--- src/rtl/dram_ref_pkg.sv ---
package dram_ref_pkg;

  typedef enum logic [2:0] {
    LD_NONE, LD_CSR, LD_RASLO, LD_RP, LD_SRMIN, LD_SRRP
  } loadSel_e;

  typedef enum logic [2:0] {
    ST_PAUSE, ST_IDLE, ST_REQ, ST_CSU, ST_RLO, ST_PRE, ST_SRLO, ST_SRPRE
  } state_e;

  typedef enum logic [2:0] {
    JOB_INIT, JOB_PERIODIC, JOB_SR_PRE, JOB_SR_HOLD, JOB_SR_POST
  } job_e;

  // strobes from control to the timer datapath
  typedef struct packed {
    loadSel_e load;
    logic     tickEn;
    logic     clrDue;
    logic     waiting;
    logic     incInit;
    logic     incRows;
    logic     clrRows;
  } tmrStrobe_t;

  function automatic int unsigned maxOf(int unsigned a, int unsigned b);
    return (a > b) ? a : b;
  endfunction

endpackage

--- src/rtl/ref_timer_dp.sv ---
module ref_timer_dp
  import dram_ref_pkg::*;
#(
  parameter int unsigned INIT_PAUSE_CYC   = 200,
  parameter int unsigned INIT_REFS        = 8,
  parameter int unsigned REF_INTERVAL_CYC = 100,
  parameter int unsigned CSR_CYC          = 2,
  parameter int unsigned RAS_LOW_CYC      = 6,
  parameter int unsigned RP_CYC           = 4,
  parameter int unsigned SR_MIN_CYC       = 300,
  parameter int unsigned SR_RP_CYC        = 12,
  parameter int unsigned ROWS             = 512
) (
  input  logic       clk,
  input  logic       rstN,
  input  tmrStrobe_t strb,
  output logic       phaseZero,
  output logic       duePend,
  output logic       lastInit,
  output logic       rowsFull,
  output logic       overdue
);

  localparam int unsigned PH_MAX = maxOf(maxOf(maxOf(INIT_PAUSE_CYC, SR_MIN_CYC),
                                               maxOf(SR_RP_CYC, RAS_LOW_CYC)),
                                         maxOf(CSR_CYC, RP_CYC));
  localparam int unsigned PH_W   = $clog2(PH_MAX + 1);
  localparam int unsigned IV_W   = $clog2(REF_INTERVAL_CYC + 1);
  localparam int unsigned ROW_W  = $clog2(ROWS + 1);
  localparam int unsigned INIT_W = $clog2(INIT_REFS + 1);

  logic [PH_W-1:0]   phaseCnt;
  logic [IV_W-1:0]   ivCnt;
  logic [IV_W-1:0]   waitCnt;
  logic [ROW_W-1:0]  rowsCnt;
  logic [INIT_W-1:0] initCnt;
  logic              ivWrap;

  // shared phase timer: loaded with a length-1, counts down and holds at zero
  always_ff @(posedge clk or negedge rstN) begin
    if (!rstN) phaseCnt <= PH_W'(INIT_PAUSE_CYC - 1);
    else begin
      case (strb.load)
        LD_CSR:   phaseCnt <= PH_W'(CSR_CYC - 1);
        LD_RASLO: phaseCnt <= PH_W'(RAS_LOW_CYC - 1);
        LD_RP:    phaseCnt <= PH_W'(RP_CYC - 1);
        LD_SRMIN: phaseCnt <= PH_W'(SR_MIN_CYC - 1);
        LD_SRRP:  phaseCnt <= PH_W'(SR_RP_CYC - 1);
        default:  if (phaseCnt != '0) phaseCnt <= phaseCnt - 1'b1;
      endcase
    end
  end
  assign phaseZero = (phaseCnt == '0);

  // free-running refresh interval timer
  assign ivWrap = strb.tickEn && (ivCnt == IV_W'(REF_INTERVAL_CYC - 1));

  always_ff @(posedge clk or negedge rstN) begin
    if (!rstN) ivCnt <= '0;
    else if (!strb.tickEn || ivWrap) ivCnt <= '0;
    else ivCnt <= ivCnt + 1'b1;
  end

  always_ff @(posedge clk or negedge rstN) begin
    if (!rstN) duePend <= 1'b0;
    else if (ivWrap) duePend <= 1'b1;
    else if (strb.clrDue) duePend <= 1'b0;
  end

  // grant wait, saturating at one interval
  always_ff @(posedge clk or negedge rstN) begin
    if (!rstN) waitCnt <= '0;
    else if (!strb.waiting) waitCnt <= '0;
    else if (waitCnt != IV_W'(REF_INTERVAL_CYC)) waitCnt <= waitCnt + 1'b1;
  end
  assign overdue = (waitCnt == IV_W'(REF_INTERVAL_CYC));

  // refreshes since the last self-refresh exit; starts saturated
  always_ff @(posedge clk or negedge rstN) begin
    if (!rstN) rowsCnt <= ROW_W'(ROWS);
    else if (strb.clrRows) rowsCnt <= '0;
    else if (strb.incRows && rowsCnt != ROW_W'(ROWS)) rowsCnt <= rowsCnt + 1'b1;
  end
  assign rowsFull = (rowsCnt == ROW_W'(ROWS));

  always_ff @(posedge clk or negedge rstN) begin
    if (!rstN) initCnt <= '0;
    else if (strb.incInit && initCnt != INIT_W'(INIT_REFS)) initCnt <= initCnt + 1'b1;
  end
  assign lastInit = (initCnt == INIT_W'(INIT_REFS - 1));

endmodule

--- src/rtl/ref_seq_ctrl.sv ---
module ref_seq_ctrl
  import dram_ref_pkg::*;
(
  input  logic       clk,
  input  logic       rstN,
  input  logic       busGrant,
  input  logic       srEnterCmd,
  input  logic       srExitCmd,
  input  logic       phaseZero,
  input  logic       duePend,
  input  logic       lastInit,
  input  logic       rowsFull,
  output tmrStrobe_t strb,
  output logic       refReq,
  output logic       rasN,
  output logic       casN,
  output logic       initDone,
  output logic       inSelfRefresh
);

  state_e state, nState;
  job_e   job, nJob;
  logic   nInitDone;
  logic   enterPend, exitPend;
  logic   srBusy;

  assign srBusy = enterPend ||
                  ((job == JOB_SR_PRE || job == JOB_SR_HOLD || job == JOB_SR_POST) &&
                   state != ST_IDLE);

  always_comb begin
    nState    = state;
    nJob      = job;
    nInitDone = initDone;
    strb      = '0;
    strb.tickEn = initDone;
    case (state)
      ST_PAUSE: if (phaseZero) begin
        nState = ST_REQ;
        nJob   = JOB_INIT;
      end
      ST_IDLE: begin
        if (enterPend) begin
          nState = ST_REQ;
          nJob   = JOB_SR_PRE;
        end else if (duePend) begin
          nState = ST_REQ;
          nJob   = JOB_PERIODIC;
        end
      end
      ST_REQ: begin
        strb.waiting = !busGrant;
        if (busGrant) begin
          nState      = ST_CSU;
          strb.load   = LD_CSR;
          strb.clrDue = 1'b1;
        end
      end
      ST_CSU: if (phaseZero) begin
        if (job == JOB_SR_HOLD) begin
          nState    = ST_SRLO;
          strb.load = LD_SRMIN;
        end else begin
          nState    = ST_RLO;
          strb.load = LD_RASLO;
        end
      end
      ST_RLO: if (phaseZero) begin
        nState       = ST_PRE;
        strb.load    = LD_RP;
        strb.incRows = 1'b1;
      end
      ST_PRE: if (phaseZero) begin
        case (job)
          JOB_INIT: begin
            strb.incInit = 1'b1;
            if (lastInit) begin
              nInitDone = 1'b1;
              nState    = ST_IDLE;
            end else begin
              nState      = ST_CSU;
              strb.load   = LD_CSR;
              strb.clrDue = 1'b1;
            end
          end
          JOB_SR_PRE: begin
            nState      = ST_CSU;
            nJob        = JOB_SR_HOLD;
            strb.load   = LD_CSR;
            strb.clrDue = 1'b1;
          end
          default: nState = ST_IDLE;
        endcase
      end
      ST_SRLO: if (phaseZero && exitPend) begin
        nState       = ST_SRPRE;
        strb.load    = LD_SRRP;
        strb.clrRows = 1'b1;
      end
      ST_SRPRE: if (phaseZero) begin
        nState      = ST_CSU;
        nJob        = JOB_SR_POST;
        strb.load   = LD_CSR;
        strb.clrDue = 1'b1;
      end
      default: nState = ST_IDLE;
    endcase
  end

  always_ff @(posedge clk or negedge rstN) begin
    if (!rstN) begin
      state    <= ST_PAUSE;
      job      <= JOB_INIT;
      initDone <= 1'b0;
    end else begin
      state    <= nState;
      job      <= nJob;
      initDone <= nInitDone;
    end
  end

  always_ff @(posedge clk or negedge rstN) begin
    if (!rstN) enterPend <= 1'b0;
    else if (state == ST_IDLE && enterPend) enterPend <= 1'b0;
    else if (srEnterCmd && initDone && rowsFull && !srBusy) enterPend <= 1'b1;
  end

  always_ff @(posedge clk or negedge rstN) begin
    if (!rstN) exitPend <= 1'b0;
    else if (state != ST_SRLO) exitPend <= 1'b0;
    else if (srExitCmd) exitPend <= 1'b1;
  end

  // strobes registered from the next state: glitch-free pins
  always_ff @(posedge clk or negedge rstN) begin
    if (!rstN) begin
      rasN          <= 1'b1;
      casN          <= 1'b1;
      refReq        <= 1'b0;
      inSelfRefresh <= 1'b0;
    end else begin
      rasN          <= !(nState == ST_RLO || nState == ST_SRLO);
      casN          <= !(nState == ST_CSU || nState == ST_RLO || nState == ST_SRLO);
      refReq        <= !(nState == ST_PAUSE || nState == ST_IDLE);
      inSelfRefresh <= (nState == ST_SRLO);
    end
  end

endmodule

--- src/rtl/dram_refresh_sched.sv ---
module dram_refresh_sched
  import dram_ref_pkg::*;
#(
  parameter int unsigned INIT_PAUSE_CYC   = 200,
  parameter int unsigned INIT_REFS        = 8,
  parameter int unsigned REF_INTERVAL_CYC = 100,
  parameter int unsigned CSR_CYC          = 2,
  parameter int unsigned RAS_LOW_CYC      = 6,
  parameter int unsigned RP_CYC           = 4,
  parameter int unsigned SR_MIN_CYC       = 300,
  parameter int unsigned SR_RP_CYC        = 12,
  parameter int unsigned ROWS             = 512,
  parameter int unsigned CAS_LANES        = 2
) (
  input  logic                 clk,
  input  logic                 rstN,
  input  logic                 busGrant,
  input  logic                 srEnterCmd,
  input  logic                 srExitCmd,
  output logic                 refReq,
  output logic                 rasN,
  output logic [CAS_LANES-1:0] casN,
  output logic                 initDone,
  output logic                 inSelfRefresh,
  output logic                 refOverdue
);

  tmrStrobe_t strb;
  logic phaseZero, duePend, lastInit, rowsFull, casOne;

  ref_seq_ctrl u_ctrl (
    .clk(clk), .rstN(rstN), .busGrant(busGrant),
    .srEnterCmd(srEnterCmd), .srExitCmd(srExitCmd),
    .phaseZero(phaseZero), .duePend(duePend), .lastInit(lastInit), .rowsFull(rowsFull),
    .strb(strb), .refReq(refReq), .rasN(rasN), .casN(casOne),
    .initDone(initDone), .inSelfRefresh(inSelfRefresh)
  );

  ref_timer_dp #(
    .INIT_PAUSE_CYC(INIT_PAUSE_CYC), .INIT_REFS(INIT_REFS),
    .REF_INTERVAL_CYC(REF_INTERVAL_CYC), .CSR_CYC(CSR_CYC),
    .RAS_LOW_CYC(RAS_LOW_CYC), .RP_CYC(RP_CYC), .SR_MIN_CYC(SR_MIN_CYC),
    .SR_RP_CYC(SR_RP_CYC), .ROWS(ROWS)
  ) u_dp (
    .clk(clk), .rstN(rstN), .strb(strb),
    .phaseZero(phaseZero), .duePend(duePend), .lastInit(lastInit),
    .rowsFull(rowsFull), .overdue(refOverdue)
  );

  // either byte lane alone selects the refresh; both lanes move together
  assign casN = {CAS_LANES{casOne}};

endmodule

--- config.mk ---
export PLATFORM = sky130hd
export DESIGN_NAME = dram_refresh_sched
export DESIGN_NICKNAME = d
export VERILOG_FILES = /design/src/rtl/dram_ref_pkg.sv /design/src/rtl/ref_timer_dp.sv /design/src/rtl/ref_seq_ctrl.sv /design/src/rtl/dram_refresh_sched.sv
export SDC_FILE = /design/constraint.sdc
export NUM_CORES = 1
export LEC_CHECK = 0
export ABC_AREA = 1
export BUFFER_PORTS_ARGS = -buffer_cell sky130_fd_sc_hd__buf_2
export CORE_ASPECT_RATIO = 1.5
export CORE_UTILIZATION = 55
export DETAILED_ROUTE_END_ITERATION = 10
export HOLD_SLACK_MARGIN = 0.08
export PLACE_DENSITY = 0.83
export SKIP_LAST_GASP = 1
export SYNTH_ARGS = -nofsm -noshare
export SYNTH_HDL_FRONTEND = slang
export SYNTH_SLANG_ARGS = --single-unit
--- constraint.sdc ---
create_clock -name clk -period 1.7 [get_ports clk]
set_clock_uncertainty 0.05 [all_clocks]
set_input_delay 0.085 -clock clk [delete_from_list [all_inputs] [get_ports clk]]
set_output_delay 0.085 -clock clk [all_outputs]
set_load 0.05 [all_outputs]
Yosys cells after proc, flatten, opt, wreduce, memory -nomap -nowiden --
Cells that the tools add are included.
Operators by class: add/subtract/negate cells 5, equality and inequality tests 34, muxes and demuxes 56, reduce and logical (&&, ||, !) cells 36
Operator list (number):
- $mux W3 | 19
- $pmux W9 S5 | 1
- $eq A3 B3 Y1 const B | 9
- $pmux W3 S8 | 1
- $eq A3 B2 Y1 const B | 7
- $mux W7 | 3
- $mux W1 | 20
- $mux W10 | 2
- $pmux W3 S6 | 1
- $add A7 B1 Y7 const B | 2
- $eq A7 B7 Y1 const B | 2
- $pmux W3 S2 | 2
- $pmux W3 S4 | 1
- $add A10 B1 Y10 const B | 1
- $eq A10 B10 Y1 const B | 1
- $ne A10 B10 Y1 const B | 1
- $eq A3 B1 Y1 const B | 3
- $logic_and A1 B1 Y1 | 9
- $logic_not A3 Y1 | 3
- $logic_not A9 Y1 | 1
- $mux W9 | 1
- $reduce_bool A9 Y1 | 1
- $sub A9 B1 Y9 const B | 1
- $logic_or A1 B1 Y1 | 8
- other kinds (17) | 31
Word-level totals: bits in registers 51, output and inout port bits 7, word-level logic and storage cells 146

Logic depth before layout (Yosys ltp) --
Gate-level depths: netlist of run 1.
depth in word-level cells 9, depth in mapped cells 13, mapped depth without buffers 13

By module --
Synthesis of run 1 repeated with hierarchy kept, for this count alone.
Unflattened totals: cell total of the unflattened synthesis 378, area, all modules 3005.4 um^2
By module, submodules not included:
- ref_timer_dp | times used 1, cells each 268, area an instance 2180.8 um^2, sequential area each 958.4 um^2
- ref_seq_ctrl | times used 1, cells each 108, area an instance 809.5 um^2, sequential area each 327.8 um^2
- dram_refresh_sched | times used 1, cells each 2, area an instance 15.0 um^2, sequential area each 0.0 um^2

Least setup slack after synthesis of run 1 --
Ideal clock, no wire load.
kind flip-flop to flip-flop, start register u_dp.phaseCnt[0], end register u_dp.phaseCnt[5], library setup time 0.123 ns, arrival time 1.573 ns, setup slack -0.045 ns, cell stages (with the launch flop) 11, clock period less this slack 1.745 ns, cells stage by stage dfstp_2 > inv_1 > ha_1 > nand2_1 > inv_2 > nand4_2 > nand2_1 > nor2_4 > nand2_4 > nor2_4 > a21oi_1
Between the ends: word-level cells in the longest chain between the ends 6, elaborated cells on any way between the ends 18, those cells by class 1 x add/sub; 5 x eq/ne; 8 x mux; 4 x reduce/logical
RTL lines:
- from (decl) | line ref_timer_dp.sv:32 | logic [PH_W-1:0] phaseCnt;
- from (signal assigned) | line ref_timer_dp.sv:41 | if (!rstN) phaseCnt <= PH_W'(INIT_PAUSE_CYC - 1);
- from (signal assigned) | line ref_timer_dp.sv:44 | LD_CSR: phaseCnt <= PH_W'(CSR_CYC - 1);
- from (signal assigned) | line ref_timer_dp.sv:45 | LD_RASLO: phaseCnt <= PH_W'(RAS_LOW_CYC - 1);
- $logic_not A9 Y1 | line ref_timer_dp.sv:53 | assign phaseZero = (phaseCnt == '0);
- $logic_and A1 B1 Y1 | line ref_seq_ctrl.sv:95 | ST_SRLO: if (phaseZero && exitPend) begin
- $mux W3 | line ref_seq_ctrl.sv:95
- $pmux W3 S6 | line ref_seq_ctrl.sv:37 | case (state)
- $eq A3 B3 Y1, or another cell as far along | line ref_timer_dp.sv:43 | case (strb.load)
- $pmux W9 S5 or $reduce_bool A6 Y1 (tied branches)
Parallel ways exist; a longest one is shown, timed or not. The select of a mux whose other input is x is not followed. A chain may end at the register's enable or synchronous reset.

Final worst setup path of run 1 --
Ends and elaborated chain as after synthesis.

==> results of run 1 <==
[kinds of logic (layout without fill, tap and decap cells)]
kind of cell	count (synthesis)	after routing	share of synthesized area, %
simple gates	182	183	33.1
buf+inv	60	108	8.15
flops	51	51	43.2
compound gates	43	43	8.02
xor+xnor	13	13	3.82
fa+ha+maj	9	9	3.78
[worst paths after layout]
kind | end | slack (ps) | start
max | u_dp.phaseCnt[5]$_DFFE_PN0P_ | -60 | u_dp.phaseCnt[0]$_DFFE_PN1P_
min | u_dp.rowsCnt[4]$_DFFE_PN0P_ | 210 | rstN
max reg2reg | u_dp.phaseCnt[5]$_DFFE_PN0P_ | -60 | u_dp.phaseCnt[0]$_DFFE_PN1P_
min reg2reg | u_dp.ivCnt[0]$_DFF_PN0_ | 410 | u_dp.ivCnt[0]$_DFF_PN0_
max in group asynchronous | u_dp.rowsCnt[9]$_DFFE_PN1P_ | 790 | rstN
min in group clk | u_dp.ivCnt[0]$_DFF_PN0_ | 410 | u_dp.ivCnt[0]$_DFF_PN0_
[metrics by stage]
stage                     power, mW  hold WS, ps  worst slack, ps  TNS [ps]
final                          4.55          213            -58.9      -270
after detailed placement       3.57         23.2             -114     -1010
after CTS                      4.54          230            -33.9      -197
after global routing           4.80          260             -109     -1240
after global placement         3.51         16.2            0.482         0
after floorplan                2.99         -261             24.9         0
[synth_stat cells (all sizes together)]
| cell type | count |
|---|---|
| dfrtp | 43 |
| a211oi | 1 |
| nor3 | 15 |
| nor2 | 43 |
| ha | 9 |
| o21ai | 21 |
| nand4 | 11 |
| xor2 | 11 |
| nor4 | 1 |
| nand3b | 3 |
| dfstp | 8 |
| nand3 | 34 |
| and3 | 3 |
| a31oi | 1 |
| a22o | 1 |
| buf | 3 |
| inv | 55 |
| nand2 | 67 |
| xnor2 | 2 |
| o21a | 1 |
| or2 | 4 |
| nor3b | 1 |
| clkbuf | 2 |
| o41ai | 1 |
| a21boi | 1 |
| a21oi | 16 |
[cell type report]
cell class                 count  area (um2)  share of cell area, %
multi-input combinational    248        1550                   43.1
sequential                    51        1290                   35.8
timing repair buffer          45         339                   9.44
inverter                      55         216                   6.03
tap                           68        85.1                   2.37
clock buffer                   6        82.6                   2.30
clock inverter                 2        35.0                  0.975
[routing by layer]
metal  GRT usage [%]  vias to the layer above  routed length [um]
li1                -                     1263                   -
met1            25.0                     1227                2390
met2            43.6                       47                3510
met3            3.39                       18                 134
met4            12.0                        0                 228
met5               0                        -                   0
[report_power, final]
group	total [mW]	internal, mW	switching (mW)
logic	1.99	0.764	1.22
clock network	0.869	0.476	0.393
registers	1.70	1.51	0.188
[registers in the layout, summed over array words and instances (netlist names)]
register              flops
u_dp.waitCnt              7
u_ctrl.rasN               1
u_ctrl.exitPend           1
u_ctrl.refReq             1
u_ctrl.casN               1
u_ctrl.initDone           1
u_dp.initCnt              4
u_ctrl.state              3
u_dp.rowsCnt             10
u_dp.ivCnt                7
u_ctrl.inSelfRefresh      1
u_dp.duePend              1
u_dp.phaseCnt             9
u_ctrl.enterPend          1
u_ctrl.job                3
[timing repair]
action                                  in CTS  in global routing
endpoints found under the setup margin      24                 30
hold buffers                                 4                  0
pin swaps                                    5                  2
endpoints found under the hold margin       51                  0
resized for setup                            9                 14
buffers inserted                             3                  0
cloned                                       0                  1
==> flow_summary.yaml, run 1 <==
floorplanning:
  initial_core_util_pct: 57.7
  die_area_um2: 5720
  row_count: 32
  die_w_um: 62.1
  pin_count: 12
  die_h_um: 92.1
  core_um2: 5160
finish:
  nNetsFinal: 420
  num_antenna_cells: 0
  final_cell_mix: "nand2_1 (55), inv_1 (42), dfrtp_1 (42), nand3_1 (29), buf_4 (29)"
  fillers: 393
  fin_util_pct: 69.5
  fin_area_um2: 3590
  drive_above_1_share_pct: 30.0
  final_common_cell: "nand2_1"
  area_delta_synth_final_pct: 20.6
  finalNonFillerCells: 475
drt:
  wl_per_cell_um: 13.2
  ant_nets: 0
  drt_wl_total_um: 6270
  via_per_inst: 5.38
  drtPass1Iterations: 4
  num_vias: 2555
  drt_iter0_markers: 126
  drc: 0
timing:
  setup_violations: 12
  final-hold-violation-count: 0
  rsz0062_at_grt: "yes"
  drv_slew: 0
  fmax_ghz: 0.569
  relSlewSlack_pct: 68.5
  layout_min_cycle_time_ps: 1760
  worst_pin_slew_ps: 472
  setup_slack_ps: -58.9
  timing.final.crit_share_pct: 103
pwr:
  power.leakage_nw: 1.74
  p_per_area_nw_per_um2: 1270
  ir_drop_mv: 0.854
yosys:
  synth_top_area_cell: "dfrtp_1"
  ys_ff_latch: 51
  netlist_top_cells_area: "dfrtp_1 (36%), nand2_1 (7.4%), dfstp_2 (7.1%)"
  synth.distinct_cells: 40
  netlist.area_leader.share_pct: 36.1
  ys_seq_area_share_pct: 43.2
  yosysWarnings: 0
  synth_area_um2: 2980
  synth_cells: 358
  avgSynthCellArea_um2: 8.32
  synth_nets: 372
critical_path:
  r2r_cells: 10
  crit_required_ps: 1880
  start_kind: "register"
  path_depth: 10
  critPathBufInv: 3
  arrival_ps: 1940
  worstSetupEndpointType: "register"
  path_max_fanout: 7
  crit_family: "flip-flops"
  worstPathCellList: "inv_2 -> ha_4 -> nand2_4 -> inv_6 -> nand3_2 -> nand2_2 -> nor2_4 -> buf_4 -> nand3_1 -> a21oi_1"
  crit_path_max_incr_delay_ps: 550
  worst_path_max_delay_cell: "dfstp_2"
  critical_path_class: "reg -> reg"
status:
  violations: "setup timing"
  status: "finished, violations left"
clock_network:
  insertion_delay_ps: 300
  cts_tree: "yes"
  htreeDepth: 2
  clkSlewWorstSetupHoldPaths_ps: 90
  max-clock-path-buffers: 2
  cts-root-buf: "clkbuf_8"
  clkSinkCount: 51
  numCtsBuffers: 5
place:
  post-place-cells: 459
  hpwl_um: 4660
  gp_congestion: 0.857
  post_dp_cell_area_um2: 3340
  port_buffers: 11
hold_path:
  hp-class: "in -> async"
grt:
  grt_overflow_total: 0
  grt_pass1_vias: 2556
  grt_usage_pct: 24.0
  antenna_found_initial: 0
  grt_pass1_wl_um: 10300
  grt_max_degree: 33
flow_run:
  cap_violations: 0
(Power assumes the default switching activity.)
==> run 2, diff against run 1 <==
- SYNTH_HIERARCHICAL: default -> 1
==> flow_summary.yaml, run 2 <==
critical_path:
  worstPathCellList: "inv_2 -> ha_4 -> nand2_4 -> nor3_4 -> buf_6 -> o211ai_1 -> nand4_1 -> nor2_4 -> buf_6 -> o21ai_4 -> buf_4 -> o31ai_1"
  start_kind: "register"
  ff2ff_setup_slack_ps: -580
  crit_path_max_incr_delay_ps: 540
  arrival_ps: 2450
  r2r_end: "u_dp/phaseCnt[8]$_DFFE_PN0P_"
  crit_family: "simple AND/OR/NAND/NOR gates"
  r2r_start: "u_dp/phaseCnt[1]$_DFFE_PN1P_"
  critPathBufInv: 4
  worstSetupEndpointType: "register"
  worst_path_max_delay_cell: "dfstp_2"
  path_max_fanout: 6
  crit_top_cell: "buf_6"
  r2r_cells: 12
  crit_required_ps: 1870
  critical_path_class: "reg -> reg"
yosys:
  synth.distinct_cells: 43
  synth_xor_area_share_pct: 3.21
  netlist_top_cells_area: "dfrtp_1 (36%), nand2_1 (8.5%), dfstp_2 (7.0%)"
  yosysWarnings: 6
  ys_seq_area_share_pct: 42.8
  avgSynthCellArea_um2: 7.95
  synth_common_cells: "nand2_1 (68), inv_1 (49), dfrtp_1 (43)"
  synth_cells: 378
  synth_top_area_cell: "dfrtp_1"
  synthAdderAreaFrac_pct: 3.33
  synth-compound-area-share_pct: 8.95
  synth_edf_count: 0
  synthMuxAreaShare_pct: 0
  synth_top_family_by_area: "simple AND/OR/NAND/NOR gates"
  synthSimpleGateAreaFrac_pct: 32.7
  ys_ff_latch: 51
  synth_area_um2: 3010
  ys.flop_type: "dfrtp_1"
  synth.most_common_cell: "nand2_1"
  netlist.area_leader.share_pct: 35.8
  synth_async_sr_flop_share_pct: 100
  synth_nets: 391
drt:
  drt_iter0_markers: 159
  via_per_inst: 5.46
  wl_per_cell_um: 14.7
  drt_wl_total_um: 7840
  drtPass1Iterations: 4
  ant_nets: 0
  num_vias: 2904
  drc: 0
clock_network:
  insertion_delay_ps: 310
  numCtsBuffers: 5
  cts-root-buf: "clkbuf_8"
  htreeDepth: 2
  cts_tree: "yes"
  max-clock-path-buffers: 2
  clkSinkCount: 51
  clkSlewWorstSetupHoldPaths_ps: 90
finish:
  drive_above_1_share_pct: 35.8
  largest_reg_flops: 10
  final_common_cell: "buf_4"
  top_register: "u_dp/rowsCnt"
  reg_top3: "u_dp/rowsCnt: 10 flops, u_dp/phaseCnt: 9 flops"
  area_delta_synth_final_pct: 32.9
  num_antenna_cells: 0
  fillers: 335
  fin_util_pct: 76.8
  final_cell_mix: "buf_4 (64), nand2_1 (61), dfrtp_1 (43), inv_1 (41), nor2_1 (38)"
  nNetsFinal: 476
timing:
  setup_tns_ps: -9240
  setup_slack_ps: -577
  hold_slack_ps: 116
  drv_slew: 0
  layout_min_cycle_time_ps: 2280
  timing.final.crit_share_pct: 134
  fmax_ghz: 0.439
  setup_violations: 34
  rsz0062_at_grt: "yes"
  final-hold-violation-count: 0
  worst_pin_slew_ps: 306
  relSlewSlack_pct: 79.4
hold_path:
  hp-class: "in -> async"
floorplanning:
  core_um2: 5200
  die_w_um: 62.4
  initial_core_util_pct: 57.7
  die_area_um2: 5770
  pin_count: 12
  row_count: 32
  die_h_um: 92.5
pwr:
  ir_drop_mv: 1.06
  p_per_area_nw_per_um2: 1400
  power.leakage_nw: 1.96
status:
  status: "finished, violations left"
  violations: "setup timing"
grt:
  grt_max_degree: 24
  grt_pass1_wl_um: 12900
  grt_usage_pct: 28.3
  grt_overflow_total: 0
  grt_pass1_vias: 2994
  antenna_found_initial: 0
flow_run:
  cap_violations: 0
place:
  port_buffers: 11
  pre_cts_slack_ps: -466
  gp_congestion: 0.881
  hpwl_um: 5110
-- run 2: routing by layer --
metal  part of all wire, %  vias to the layer above  GRT usage (%)
met1                    37                     1375           31.2
li1                      -                     1401              -
met4                   4.6                        0           16.7
met3                   3.3                       36           4.31
met5                     0                        -              0
met2                    55                       92           51.2
-- run 2: stage by stage --
| step | std cells | cell area (um2) | total power, mW |
|---|---|---|---|
| 2_1_floorplan | 378 | 3050 | 3.26 |
| 3_3_place_gp | 507 | 3570 | 4.04 |
| 3_5_place_dp | 507 | 3570 | 4.13 |
| 4_1_cts | 528 | 3890 | 5.25 |
| 5_1_grt | 532 | 4000 | 5.90 |
| 6_report | 532 | 4000 | 5.57 |
-- run 2: worst max path at each step --
stage	startpoint	end	slack, ps	depth (start not counted)
after floorplan	u_dp/phaseCnt[0]$_DFFE_PN1P_	u_dp/phaseCnt[1]$_DFFE_PN1P_	-370	14
after global placement	u_dp/phaseCnt[7]$_DFFE_PN1P_	u_dp/phaseCnt[1]$_DFFE_PN1P_	-380	13
after detailed placement	u_dp/phaseCnt[7]$_DFFE_PN1P_	u_dp/phaseCnt[5]$_DFFE_PN0P_	-470	13
after CTS	u_dp/phaseCnt[4]$_DFFE_PN0P_	u_dp/phaseCnt[5]$_DFFE_PN0P_	-400	14
after global routing	u_dp/phaseCnt[1]$_DFFE_PN1P_	u_dp/phaseCnt[5]$_DFFE_PN0P_	-650	14
final	u_dp/phaseCnt[1]$_DFFE_PN1P_	u_dp/phaseCnt[8]$_DFFE_PN0P_	-580	12
-- run 2: worst register-to-register path, delay by kind of cell, from the launching register on --
family	cells	cell delay (ps)
AOI/OAI and AO/OA	3	400
adders and majority gates	1	160
buffers and inverters	4	440
DFF	1	540
and+or+nand+nor	4	590
-- run 2: report_power, final --
| part | total, mW | switching (mW) | internal, mW | leakage (nW) |
|---|---|---|---|---|
| combinational | 2.98 | 1.70 | 1.28 | 1.23 |
| sequential | 1.70 | 0.200 | 1.50 | 0.667 |
| clock | 0.887 | 0.410 | 0.477 | 0.0612 |
| total | 5.57 | 2.31 | 3.26 | 1.96 |
-- run 2: cell type report --
type                            instances  area [um2]  share of cell area [%]
Inverter                               57         225                    5.64
Tap cell                               68        85.1                    2.13
Clock inverter                          2        35.0                   0.877
Multi-Input combinational cell        263        1610                    40.4
Clock buffer                            6        82.6                    2.07
Timing Repair Buffer                   85         668                    16.7
Sequential cell                        51        1290                    32.2
-- run 2: cells by family (layout without fill, tap and decap cells) --
family | count (synthesis) | in the layout
adder cells (fa/ha/maj) | 8 | 8
AO/OA/AOI/OAI | 46 | 46
AND/OR/NAND/NOR | 198 | 198
flip-flops | 51 | 51
XOR/XNOR | 11 | 11
buffers and inverters | 64 | 150
-- run 2: timing repair --
item                       4_1_cts  5_1_grt
gates cloned                     1        0
buffers inserted                10        8
hold endpoints to repair        48        0
setup endpoints to repair       33       38
pin swaps                       24       19
resized for setup               28       21
hold buffers                     3        0
==> run 3, diff against run 2 <==
- PLACE_DENSITY: 0.83 -> 0.79
- SKIP_CTS_REPAIR_TIMING: default -> 1
==> flow_summary.yaml, run 3 (same netlist as run 2, synthesis figures left out) <==
grt:
  top_usage_layer: "met2"
  use_met2_pct: 49.9
  grt_overflow_total: 0
  grt_pass1_vias: 2838
  grt_max_degree: 52
  met3_usage_pct: 3.20
  globalRouteMet1Util_pct: 25.5
  antenna_found_initial: 0
  grt_pass1_wl_um: 11700
  grt_usage_pct: 25.5
timing:
  setup_slack_ps: -448
  layout_min_cycle_time_ps: 2150
  drv_slew: 0
  worst_pin_slew_ps: 275
  relSlewSlack_pct: 81.5
  fmax_ghz: 0.466
  setup_violations: 31
  hold_slack_ps: 158
  rsz0062_at_grt: "yes"
  final-hold-violation-count: 0
  setup_tns_ps: -8650
  timing.final.crit_share_pct: 126
drt:
  drc: 0
  wl_per_cell_um: 13.5
  drt_iter0_markers: 139
  via_per_inst: 5.41
  ant_nets: 0
  drtPass1Iterations: 5
  drt_wl_total_um: 7060
  num_vias: 2824
clock_network:
  clkSlewWorstSetupHoldPaths_ps: 90
  cts_tree: "yes"
  cts-root-buf: "clkbuf_8"
  insertion_delay_ps: 310
  numCtsBuffers: 5
  clkSinkCount: 51
  htreeDepth: 2
  max-clock-path-buffers: 2
critical_path:
  critical_path_class: "reg -> reg"
  path_max_fanout: 6
  arrival_ps: 2360
  crit_required_ps: 1910
  worstSetupEndpointType: "register"
  start_kind: "register"
  ff2ff_setup_slack_ps: -450
floorplanning:
  die_area_um2: 5770
  die_w_um: 62.4
  initial_core_util_pct: 57.7
  die_h_um: 92.5
  core_um2: 5200
  row_count: 32
  pin_count: 12
place:
  pre_cts_slack_ps: -433
  post-place-cells: 506
  hpwl_um: 4980
  port_buffers: 11
  gp_congestion: 0.853
finish:
  nNetsFinal: 466
  drive_above_1_share_pct: 33.0
  top_register: "u_dp/rowsCnt"
  num_antenna_cells: 0
  finalNonFillerCells: 522
  fillers: 380
  final_cell_mix: "nand2_1 (63), buf_4 (58), dfrtp_1 (43), inv_1 (42), nor2_1 (39)"
  largest_reg_flops: 10
  area_delta_synth_final_pct: 28.9
  reg_top3: "u_dp/rowsCnt: 10 flops, u_dp/phaseCnt: 9 flops"
  final_common_cell: "nand2_1"
pwr:
  p_per_area_nw_per_um2: 1360
  total_power_mw: 5.28
  ir_drop_mv: 0.904
  power.leakage_nw: 1.91
status:
  status: "finished, violations left"
  violations: "setup timing"
hold_path:
  hp-class: "in -> reg"
flow_run:
  cap_violations: 0
-- run 3: metal layers --
layer	wire length [um]	vias up	share of wire, %
met4	287	0	4.1
met1	2630	1349	37
met5	0	-	0
li1	-	1376	-
met2	3930	72	56
met3	213	27	3.0
-- run 3: per-stage QoR --
| stage | cell area (um2) | util (%) |
|---|---|---|
| floorplan | 3050 | - |
| global placement | 3580 | 68.8 |
| detailed placement | 3580 | 68.8 |
| CTS | 3700 | 71.0 |
| global route | 3870 | 74.4 |
| finish | 3870 | 74.4 |
-- run 3: worst max-delay path, cell delays in order (launching register included) --
cell and delay (ps):
dfstp_2 530, inv_2 50, ha_4 160, nand2_4 60, nor3_4 50, buf_6 130, o211ai_1 120, nand4_1 240
nor2_4 250, nor2_4 50, nor2_4 160, nand2_1 70, nand2_1 70, o21ai_2 50, inv_1 50
-- run 3: worst paths after layout --
check | from | end | depth (start not counted)
worst min-delay path | busGrant | u_dp/waitCnt[1]$_DFFE_PN0P_ | 5
worst min register to register | u_dp/ivCnt[0]$_DFF_PN0_ | u_dp/ivCnt[0]$_DFF_PN0_ | 1
worst max-delay path | u_dp/phaseCnt[0]$_DFFE_PN1P_ | u_dp/phaseCnt[1]$_DFFE_PN1P_ | 14
min in group asynchronous | rstN | u_dp/rowsCnt[7]$_DFFE_PN0P_ | 3
worst max register to register | u_dp/phaseCnt[0]$_DFFE_PN1P_ | u_dp/phaseCnt[1]$_DFFE_PN1P_ | 14
max in group asynchronous | rstN | u_ctrl/casN$_DFF_PN1_ | 3
-- run 3: report_power, final --
group          internal (mW)  leakage, nW  switching [mW]
combinational           1.13         1.18            1.56
clock                  0.477       0.0612           0.406
sequential              1.50        0.667           0.201
-- run 3: area by class of cell --
class	instances	area, um2	area share [%]
well taps	68	85.1	2.20
flip-flops and latches	51	1290	33.2
multi-input cells	263	1590	41.1
repair buffers	75	572	14.8
inverters	57	219	5.65
clock inverters	2	35.0	0.905
clock buffers	6	82.6	2.13
